`src/rtl/mcc_pkg.sv`:
```
package mcc_pkg;
  localparam int OPC_W  = 6;
  localparam int FN_W   = 6;
  localparam int ACTL_W = 4;

  localparam logic [OPC_W-1:0] OP_RTYPE = 6'h00;
  localparam logic [OPC_W-1:0] OP_LOAD  = 6'h23;
  localparam logic [OPC_W-1:0] OP_STORE = 6'h2B;
  localparam logic [OPC_W-1:0] OP_BEQ   = 6'h04;
  localparam logic [OPC_W-1:0] OP_JUMP  = 6'h02;

  localparam logic [FN_W-1:0] FN_ADD = 6'h20;
  localparam logic [FN_W-1:0] FN_SUB = 6'h22;
  localparam logic [FN_W-1:0] FN_AND = 6'h24;
  localparam logic [FN_W-1:0] FN_OR  = 6'h25;
  localparam logic [FN_W-1:0] FN_SLT = 6'h2A;

  localparam logic [ACTL_W-1:0] ACMD_AND = 4'b0000;
  localparam logic [ACTL_W-1:0] ACMD_OR  = 4'b0001;
  localparam logic [ACTL_W-1:0] ACMD_ADD = 4'b0010;
  localparam logic [ACTL_W-1:0] ACMD_SUB = 4'b0110;
  localparam logic [ACTL_W-1:0] ACMD_SLT = 4'b0111;

  typedef enum logic [1:0] {
    CLS_ADD  = 2'b00,
    CLS_SUB  = 2'b01,
    CLS_FUNC = 2'b10
  } alu_cls_e;

  typedef enum logic [3:0] {
    ST_FETCH,
    ST_DECODE,
    ST_ADDR,
    ST_RDMEM,
    ST_LDWB,
    ST_WRMEM,
    ST_EXEC,
    ST_RWB,
    ST_BRANCH,
    ST_JUMP
  } state_e;

  typedef struct packed {
    logic       mem_rd;
    logic       mem_wr;
    logic       addr_sel;
    logic       ir_we;
    logic       pc_we;
    logic       pc_cond_we;
    logic       alu_a_sel;
    logic [1:0] alu_b_sel;
    alu_cls_e   alu_cls;
    logic       reg_we;
    logic       reg_dst_sel;
    logic       reg_data_sel;
    logic [1:0] pc_src_sel;
  } ctl_t;
endpackage

```
`src/rtl/mcc_seq.sv`:
```
module mcc_seq
  import mcc_pkg::*;
(
  input  logic             clk_i,
  input  logic             rst_i,
  input  logic [OPC_W-1:0] opcode_i,
  output state_e           state_o
);
  state_e state_q, state_d;

  always_comb begin
    state_d = ST_FETCH;
    unique case (state_q)
      ST_FETCH:  state_d = ST_DECODE;
      ST_DECODE: begin
        if (opcode_i == OP_LOAD || opcode_i == OP_STORE) state_d = ST_ADDR;
        else if (opcode_i == OP_RTYPE)                   state_d = ST_EXEC;
        else if (opcode_i == OP_BEQ)                     state_d = ST_BRANCH;
        else if (opcode_i == OP_JUMP)                    state_d = ST_JUMP;
        else                                             state_d = ST_FETCH;
      end
      ST_ADDR:   state_d = (opcode_i == OP_LOAD) ? ST_RDMEM : ST_WRMEM;
      ST_RDMEM:  state_d = ST_LDWB;
      ST_EXEC:   state_d = ST_RWB;
      default:   state_d = ST_FETCH;
    endcase
  end

  always_ff @(posedge clk_i) begin
    if (rst_i) state_q <= ST_FETCH;
    else       state_q <= state_d;
  end

  assign state_o = state_q;

  // a reset edge lands in fetch
  a_r1_reset_to_fetch: assert property (@(posedge clk_i)
    rst_i |=> state_q == ST_FETCH);
  // fetch always hands over to decode
  a_r3_fetch_then_decode: assert property (@(posedge clk_i) disable iff (rst_i)
    state_q == ST_FETCH |=> state_q == ST_DECODE);
  // an unlisted opcode goes back to fetch after decode
  a_r10_unknown_back: assert property (@(posedge clk_i) disable iff (rst_i)
    (state_q == ST_DECODE && opcode_i != OP_RTYPE && opcode_i != OP_LOAD &&
     opcode_i != OP_STORE && opcode_i != OP_BEQ && opcode_i != OP_JUMP)
    |=> state_q == ST_FETCH);
endmodule

```
`src/rtl/mcc_out_dec.sv`:
```
module mcc_out_dec
  import mcc_pkg::*;
(
  input  state_e state_i,
  output ctl_t   ctl_o
);
  always_comb begin
    ctl_o = '0;
    ctl_o.alu_cls = CLS_ADD;
    unique case (state_i)
      ST_FETCH: begin
        ctl_o.mem_rd    = 1'b1;
        ctl_o.ir_we     = 1'b1;
        ctl_o.pc_we     = 1'b1;
        ctl_o.alu_b_sel = 2'b01;
      end
      ST_DECODE: ctl_o.alu_b_sel = 2'b11;
      ST_ADDR: begin
        ctl_o.alu_a_sel = 1'b1;
        ctl_o.alu_b_sel = 2'b10;
      end
      ST_RDMEM: begin
        ctl_o.mem_rd   = 1'b1;
        ctl_o.addr_sel = 1'b1;
      end
      ST_LDWB: begin
        ctl_o.reg_we       = 1'b1;
        ctl_o.reg_data_sel = 1'b1;
      end
      ST_WRMEM: begin
        ctl_o.mem_wr   = 1'b1;
        ctl_o.addr_sel = 1'b1;
      end
      ST_EXEC: begin
        ctl_o.alu_a_sel = 1'b1;
        ctl_o.alu_cls   = CLS_FUNC;
      end
      ST_RWB: begin
        ctl_o.reg_we      = 1'b1;
        ctl_o.reg_dst_sel = 1'b1;
      end
      ST_BRANCH: begin
        ctl_o.alu_a_sel  = 1'b1;
        ctl_o.alu_cls    = CLS_SUB;
        ctl_o.pc_cond_we = 1'b1;
        ctl_o.pc_src_sel = 2'b01;
      end
      ST_JUMP: begin
        ctl_o.pc_we      = 1'b1;
        ctl_o.pc_src_sel = 2'b10;
      end
      default: ctl_o = '0;
    endcase
  end
endmodule

```
`src/rtl/mcc_alu_dec.sv`:
```
module mcc_alu_dec
  import mcc_pkg::*;
(
  input  alu_cls_e          cls_i,
  input  logic [FN_W-1:0]   funct_i,
  output logic [ACTL_W-1:0] cmd_o
);
  logic [ACTL_W-1:0] fn_cmd;

  always_comb begin
    unique case (funct_i)
      FN_ADD:  fn_cmd = ACMD_ADD;
      FN_SUB:  fn_cmd = ACMD_SUB;
      FN_AND:  fn_cmd = ACMD_AND;
      FN_OR:   fn_cmd = ACMD_OR;
      FN_SLT:  fn_cmd = ACMD_SLT;
      default: fn_cmd = ACMD_ADD;
    endcase
  end

  always_comb begin
    unique case (cls_i)
      CLS_SUB:  cmd_o = ACMD_SUB;
      CLS_FUNC: cmd_o = fn_cmd;
      default:  cmd_o = ACMD_ADD;
    endcase
  end
endmodule

```
`src/rtl/mcc_ctrl.sv`:
```
module mcc_ctrl
  import mcc_pkg::*;
(
  input  logic        clk_i,
  input  logic        rst_i,
  input  logic [5:0]  opcode_i,
  input  logic [5:0]  funct_i,
  input  logic        zero_i,
  output logic        mem_rd_o,
  output logic        mem_wr_o,
  output logic        addr_sel_o,
  output logic        ir_we_o,
  output logic        pc_we_o,
  output logic        pc_cond_we_o,
  output logic        pc_load_o,
  output logic        alu_a_sel_o,
  output logic [1:0]  alu_b_sel_o,
  output logic [1:0]  alu_class_o,
  output logic [3:0]  alu_ctrl_o,
  output logic        reg_we_o,
  output logic        reg_dst_sel_o,
  output logic        reg_data_sel_o,
  output logic [1:0]  pc_src_sel_o
);
  state_e state;
  ctl_t   ctl;

  mcc_seq u_seq (
    .clk_i    (clk_i),
    .rst_i    (rst_i),
    .opcode_i (opcode_i),
    .state_o  (state)
  );

  mcc_out_dec u_out (
    .state_i (state),
    .ctl_o   (ctl)
  );

  mcc_alu_dec u_alu (
    .cls_i   (ctl.alu_cls),
    .funct_i (funct_i),
    .cmd_o   (alu_ctrl_o)
  );

  assign mem_rd_o       = ctl.mem_rd;
  assign mem_wr_o       = ctl.mem_wr;
  assign addr_sel_o     = ctl.addr_sel;
  assign ir_we_o        = ctl.ir_we;
  assign pc_we_o        = ctl.pc_we;
  assign pc_cond_we_o   = ctl.pc_cond_we;
  assign pc_load_o      = ctl.pc_we | (ctl.pc_cond_we & zero_i);
  assign alu_a_sel_o    = ctl.alu_a_sel;
  assign alu_b_sel_o    = ctl.alu_b_sel;
  assign alu_class_o    = ctl.alu_cls;
  assign reg_we_o       = ctl.reg_we;
  assign reg_dst_sel_o  = ctl.reg_dst_sel;
  assign reg_data_sel_o = ctl.reg_data_sel;
  assign pc_src_sel_o   = ctl.pc_src_sel;

  // one edge after reset the fetch controls show
  a_r1_reset_fetch_pins: assert property (@(posedge clk_i)
    rst_i |=> (ir_we_o && mem_rd_o && pc_we_o));
  // the instruction load always reads memory at the PC
  a_r2_fetch_reads_pc: assert property (@(posedge clk_i) disable iff (rst_i)
    ir_we_o |-> (mem_rd_o && !addr_sel_o && alu_b_sel_o == 2'b01));
  // a register write completes the instruction
  a_r4_wb_completes: assert property (@(posedge clk_i) disable iff (rst_i)
    reg_we_o |=> ir_we_o);
  // a memory write completes the store
  a_r5_store_completes: assert property (@(posedge clk_i) disable iff (rst_i)
    mem_wr_o |=> ir_we_o);
  // the conditional PC write sees a subtract command
  a_r7_branch_subtracts: assert property (@(posedge clk_i) disable iff (rst_i)
    pc_cond_we_o |-> (alu_ctrl_o == ACMD_SUB && pc_load_o == zero_i));
  // a jump completes in its own step
  a_r8_jump_completes: assert property (@(posedge clk_i) disable iff (rst_i)
    (pc_we_o && pc_src_sel_o == 2'b10) |=> ir_we_o);
  // exclusive memory strobes and PC enables
  a_r11_exclusive: assert property (@(posedge clk_i) disable iff (rst_i)
    !(mem_rd_o && mem_wr_o) && $onehot0({pc_we_o, pc_cond_we_o}));
endmodule

```
`config.mk`:
```
export PLATFORM = sky130hd
export DESIGN_NAME = mcc_ctrl
export DESIGN_NICKNAME = d
export VERILOG_FILES = /design/src/rtl/mcc_pkg.sv /design/src/rtl/mcc_seq.sv /design/src/rtl/mcc_out_dec.sv /design/src/rtl/mcc_alu_dec.sv /design/src/rtl/mcc_ctrl.sv
export SDC_FILE = /design/constraint.sdc
export NUM_CORES = 1
export LEC_CHECK = 0
export ABC_CLOCK_PERIOD_IN_PS = 4400
export BUFFER_PORTS_ARGS = -buffer_cell sky130_fd_sc_hd__buf_2
export CAP_MARGIN = 10
export CORE_MARGIN = 10
export CORE_UTILIZATION = 45
export CTS_BUF_LIST = sky130_fd_sc_hd__clkbuf_4 sky130_fd_sc_hd__clkbuf_8 sky130_fd_sc_hd__clkbuf_16
export CTS_CLUSTER_SIZE = 40
export DETAILED_ROUTE_END_ITERATION = 7
export PLACE_DENSITY = 0.93
export RECOVER_POWER = 50
export SLEW_MARGIN = 20
export SYNTH_ARGS = -nofsm -noshare
export SYNTH_HDL_FRONTEND = slang
export SYNTH_SLANG_ARGS = --single-unit
```
`constraint.sdc`:
```
create_clock -name clk_i -period 4.4 [get_ports clk_i]
set_clock_uncertainty 0.15 [all_clocks]
set_input_delay 0 -clock clk_i [delete_from_list [all_inputs] [get_ports clk_i]]
set_output_delay 0 -clock clk_i [all_outputs]
set_load 0.1 [all_outputs]
```
==> flow_metrics.tcl <==
set metrics [dict create \
    status "finished with violations" \
    violations "hold timing" \
    diodes 0 \
    synth-main-ff-cell "dfxtp_1" \
    cts_hold_buf 6 \
    yosys_warnings 0 \
    cts.sink_count 4 \
    grt_max_degree 14 \
    clk_pin_slew_worst_paths_ns 0.04 \
    grt_setup_unrepaired "false" \
    setup_viol 0 \
    slew_headroom 0.204 \
    synth.area.top_cells "dfxtp_1 14%, ha_1 6.3%, nand2b_1 5.3%" \
    synth_cell_types 38 \
    ys_ff_latch 4 \
    critPathLaunchType "flop" \
    synth_edf_count 0 \
    fp.dieW_um 56.3 \
    antenna_found_initial 0 \
    cts-root-buf "clkbuf_4" \
    required_ns 4.25 \
    grtUsageTotal 0.113 \
    timing.hold.ws_ns -0.00348 \
    final_cells 131 \
    gp_congestion 0.837 \
    grt_pass1_vias 705 \
    io_buffers 34 \
    synthesis.nets 97 \
    die_h_um 56.3 \
    grt_pass1_wl_um 3060 \
    yosys.area.top_type "dfxtp_1" \
    setup_slack_ns 2.03 \
    power_density_nw_per_um2 199 \
    vias 699 \
    cts_tree "yes" \
    post_cts_buffers 0 \
    area_delta_synth_final_pct 35.2 \
    worstPathArrival_ns 2.22 \
    hold_class "primary input to flop" \
    dieArea_um2 3170 \
    grt.overflow.total 0 \
    synth_cells 79 \
    ir_drop_uv 180 \
    synth.cell_area_um2 593 \
    netlist.area_leader.share 0.135 \
    critPathKind "flop to primary output" \
    final_area_um2 802 \
    cp_max_fo 12 \
    drive_gt1_frac 0.276 \
    syn_area_per_cell_um2 7.51 \
    cts_max_level 1 \
    max_slew.worst_pin.slew_ns 1.20 \
    hold_viol 1 \
    power_leakage_uw 0.000364 \
    cts_made_buffers 3 \
    ys_async_sr_fraction 0 \
    routed_via_density 5.34 \
    cts_resized 0 \
    coreArea_um2 1270 \
    slew_violations 0 \
    routed_wl_um 1760 \
    wire_per_inst_um 13.4 \
    drtAntennaViolNets 0 \
    firstDrtPassIters 4 \
    cts_buffer_depth 2 \
    reg2reg_slack_ns 2.47 \
    placed_area_um2 738 \
    final.setup.tns_ns 0 \
    initial_utilization 0.467 \
    dp_cells 122 \
    io_pins 36 \
    dp_hpwl_um 1440 \
    seq_area_frac_synth 0.135 \
    core.rowCount 13 \
    min_period_ns 2.37 \
    route.detailed.drc 0 \
    max_freq_ghz 0.421 \
    worstSetupEndpointType "primary output" \
    largest_reg_flops 4 \
    post-place-ws_ns 2.30 \
    fin_util 0.632 \
    drt_iter0_drc 10 \
    fin_crit_sh 0.540 \
    finalNetCount 136 \
    clkLatencyLatePin_ns 0.25 \
    cap_violations 0 \
]
## layout make-up
cell class,instances,area (um2)
fill,141,467
multi-input combinational,65,448
timing repair buffer,40,218
sequential,4,80.1
clock buffer,3,22.5
tap,15,18.8
inverter,4,15.0
## synthesized netlist by cell type (2+ instances only)
cell,number
a211o_1,2
a21o_1,2
a21oi_1,4
buf_2,2
buf_4,3
dfxtp_1,4
ha_1,3
inv_1,4
nand2_1,5
nand2b_1,5
nand3_1,2
nand4_1,2
nor2_1,8
nor2b_1,5
nor3_1,3
nor3b_1,2
xnor2_1,2
## through the flow
stage / hold slack [ns] / power [uW]
CTS: 0.00257 / 162
detailed placement: 0.0688 / 110
global placement: 0.0635 / 110
global route: 0.0624 / 166
floorplan: -0.0811 / 95.0
finish: -0.00348 / 160
## critical path: stages (launching register included)
cell and delay, ns:
dfxtp_1 0.60, nand2b_4 0.11, nand2b_1 0.20, inv_1 0.10
ha_1 0.17, and3b_1 0.19, a21oi_1 0.07, nor2b_1 0.11
buf_2 0.43
## path summary, 6_finish.rpt
kind | start | to | cells after the start
setup / recovery | u_seq.state_o[2] | alu_ctrl_o[2] | 8
hold reg to reg | u_seq.state_o[3] | u_seq.state_o[1] | 1
hold / removal | opcode_i[1] | u_seq.state_o[2] | 4
setup reg to reg | u_seq.state_o[0] | u_seq.state_o[3] | 4
## per-layer routing
layer  global-route usage  wire (um)
met5                    0          0
met4               0.0584         30
met3               0.0472        169
met2                0.197        858
met1                0.112        701
## where the power goes
group	total, uW	switching [uW]	internal [uW]
sequential	40.1	2.71	37.4
clock	48.5	17.8	30.7
combinational	71.2	53.4	17.8
## cell usage in the layout (no fill, tap or decap), drive strengths merged, types with 2 or more instances in the layout
cell / count
a21o: 2
buf: 24
dlygate4sd3: 6
a21oi: 4
clkbuf: 13
nand2b: 6
ha: 3
nand2: 5
nor4: 2
nor3b: 2
nor3: 3
dfxtp: 4
inv: 4
a211o: 2
nand3: 2
nor2b: 5
xnor2: 2
nor2: 9
nand4: 2
## cell families after synthesis
group,count (synthesis),share of synthesized area
xor+xnor,2,0.0295
fa+ha+maj,3,0.0633
compound gates,14,0.186
flops,4,0.135
buf+inv,10,0.0991
simple gates,45,0.481
other cells,1,0.00632
Power figures use the tool's default switching activity.
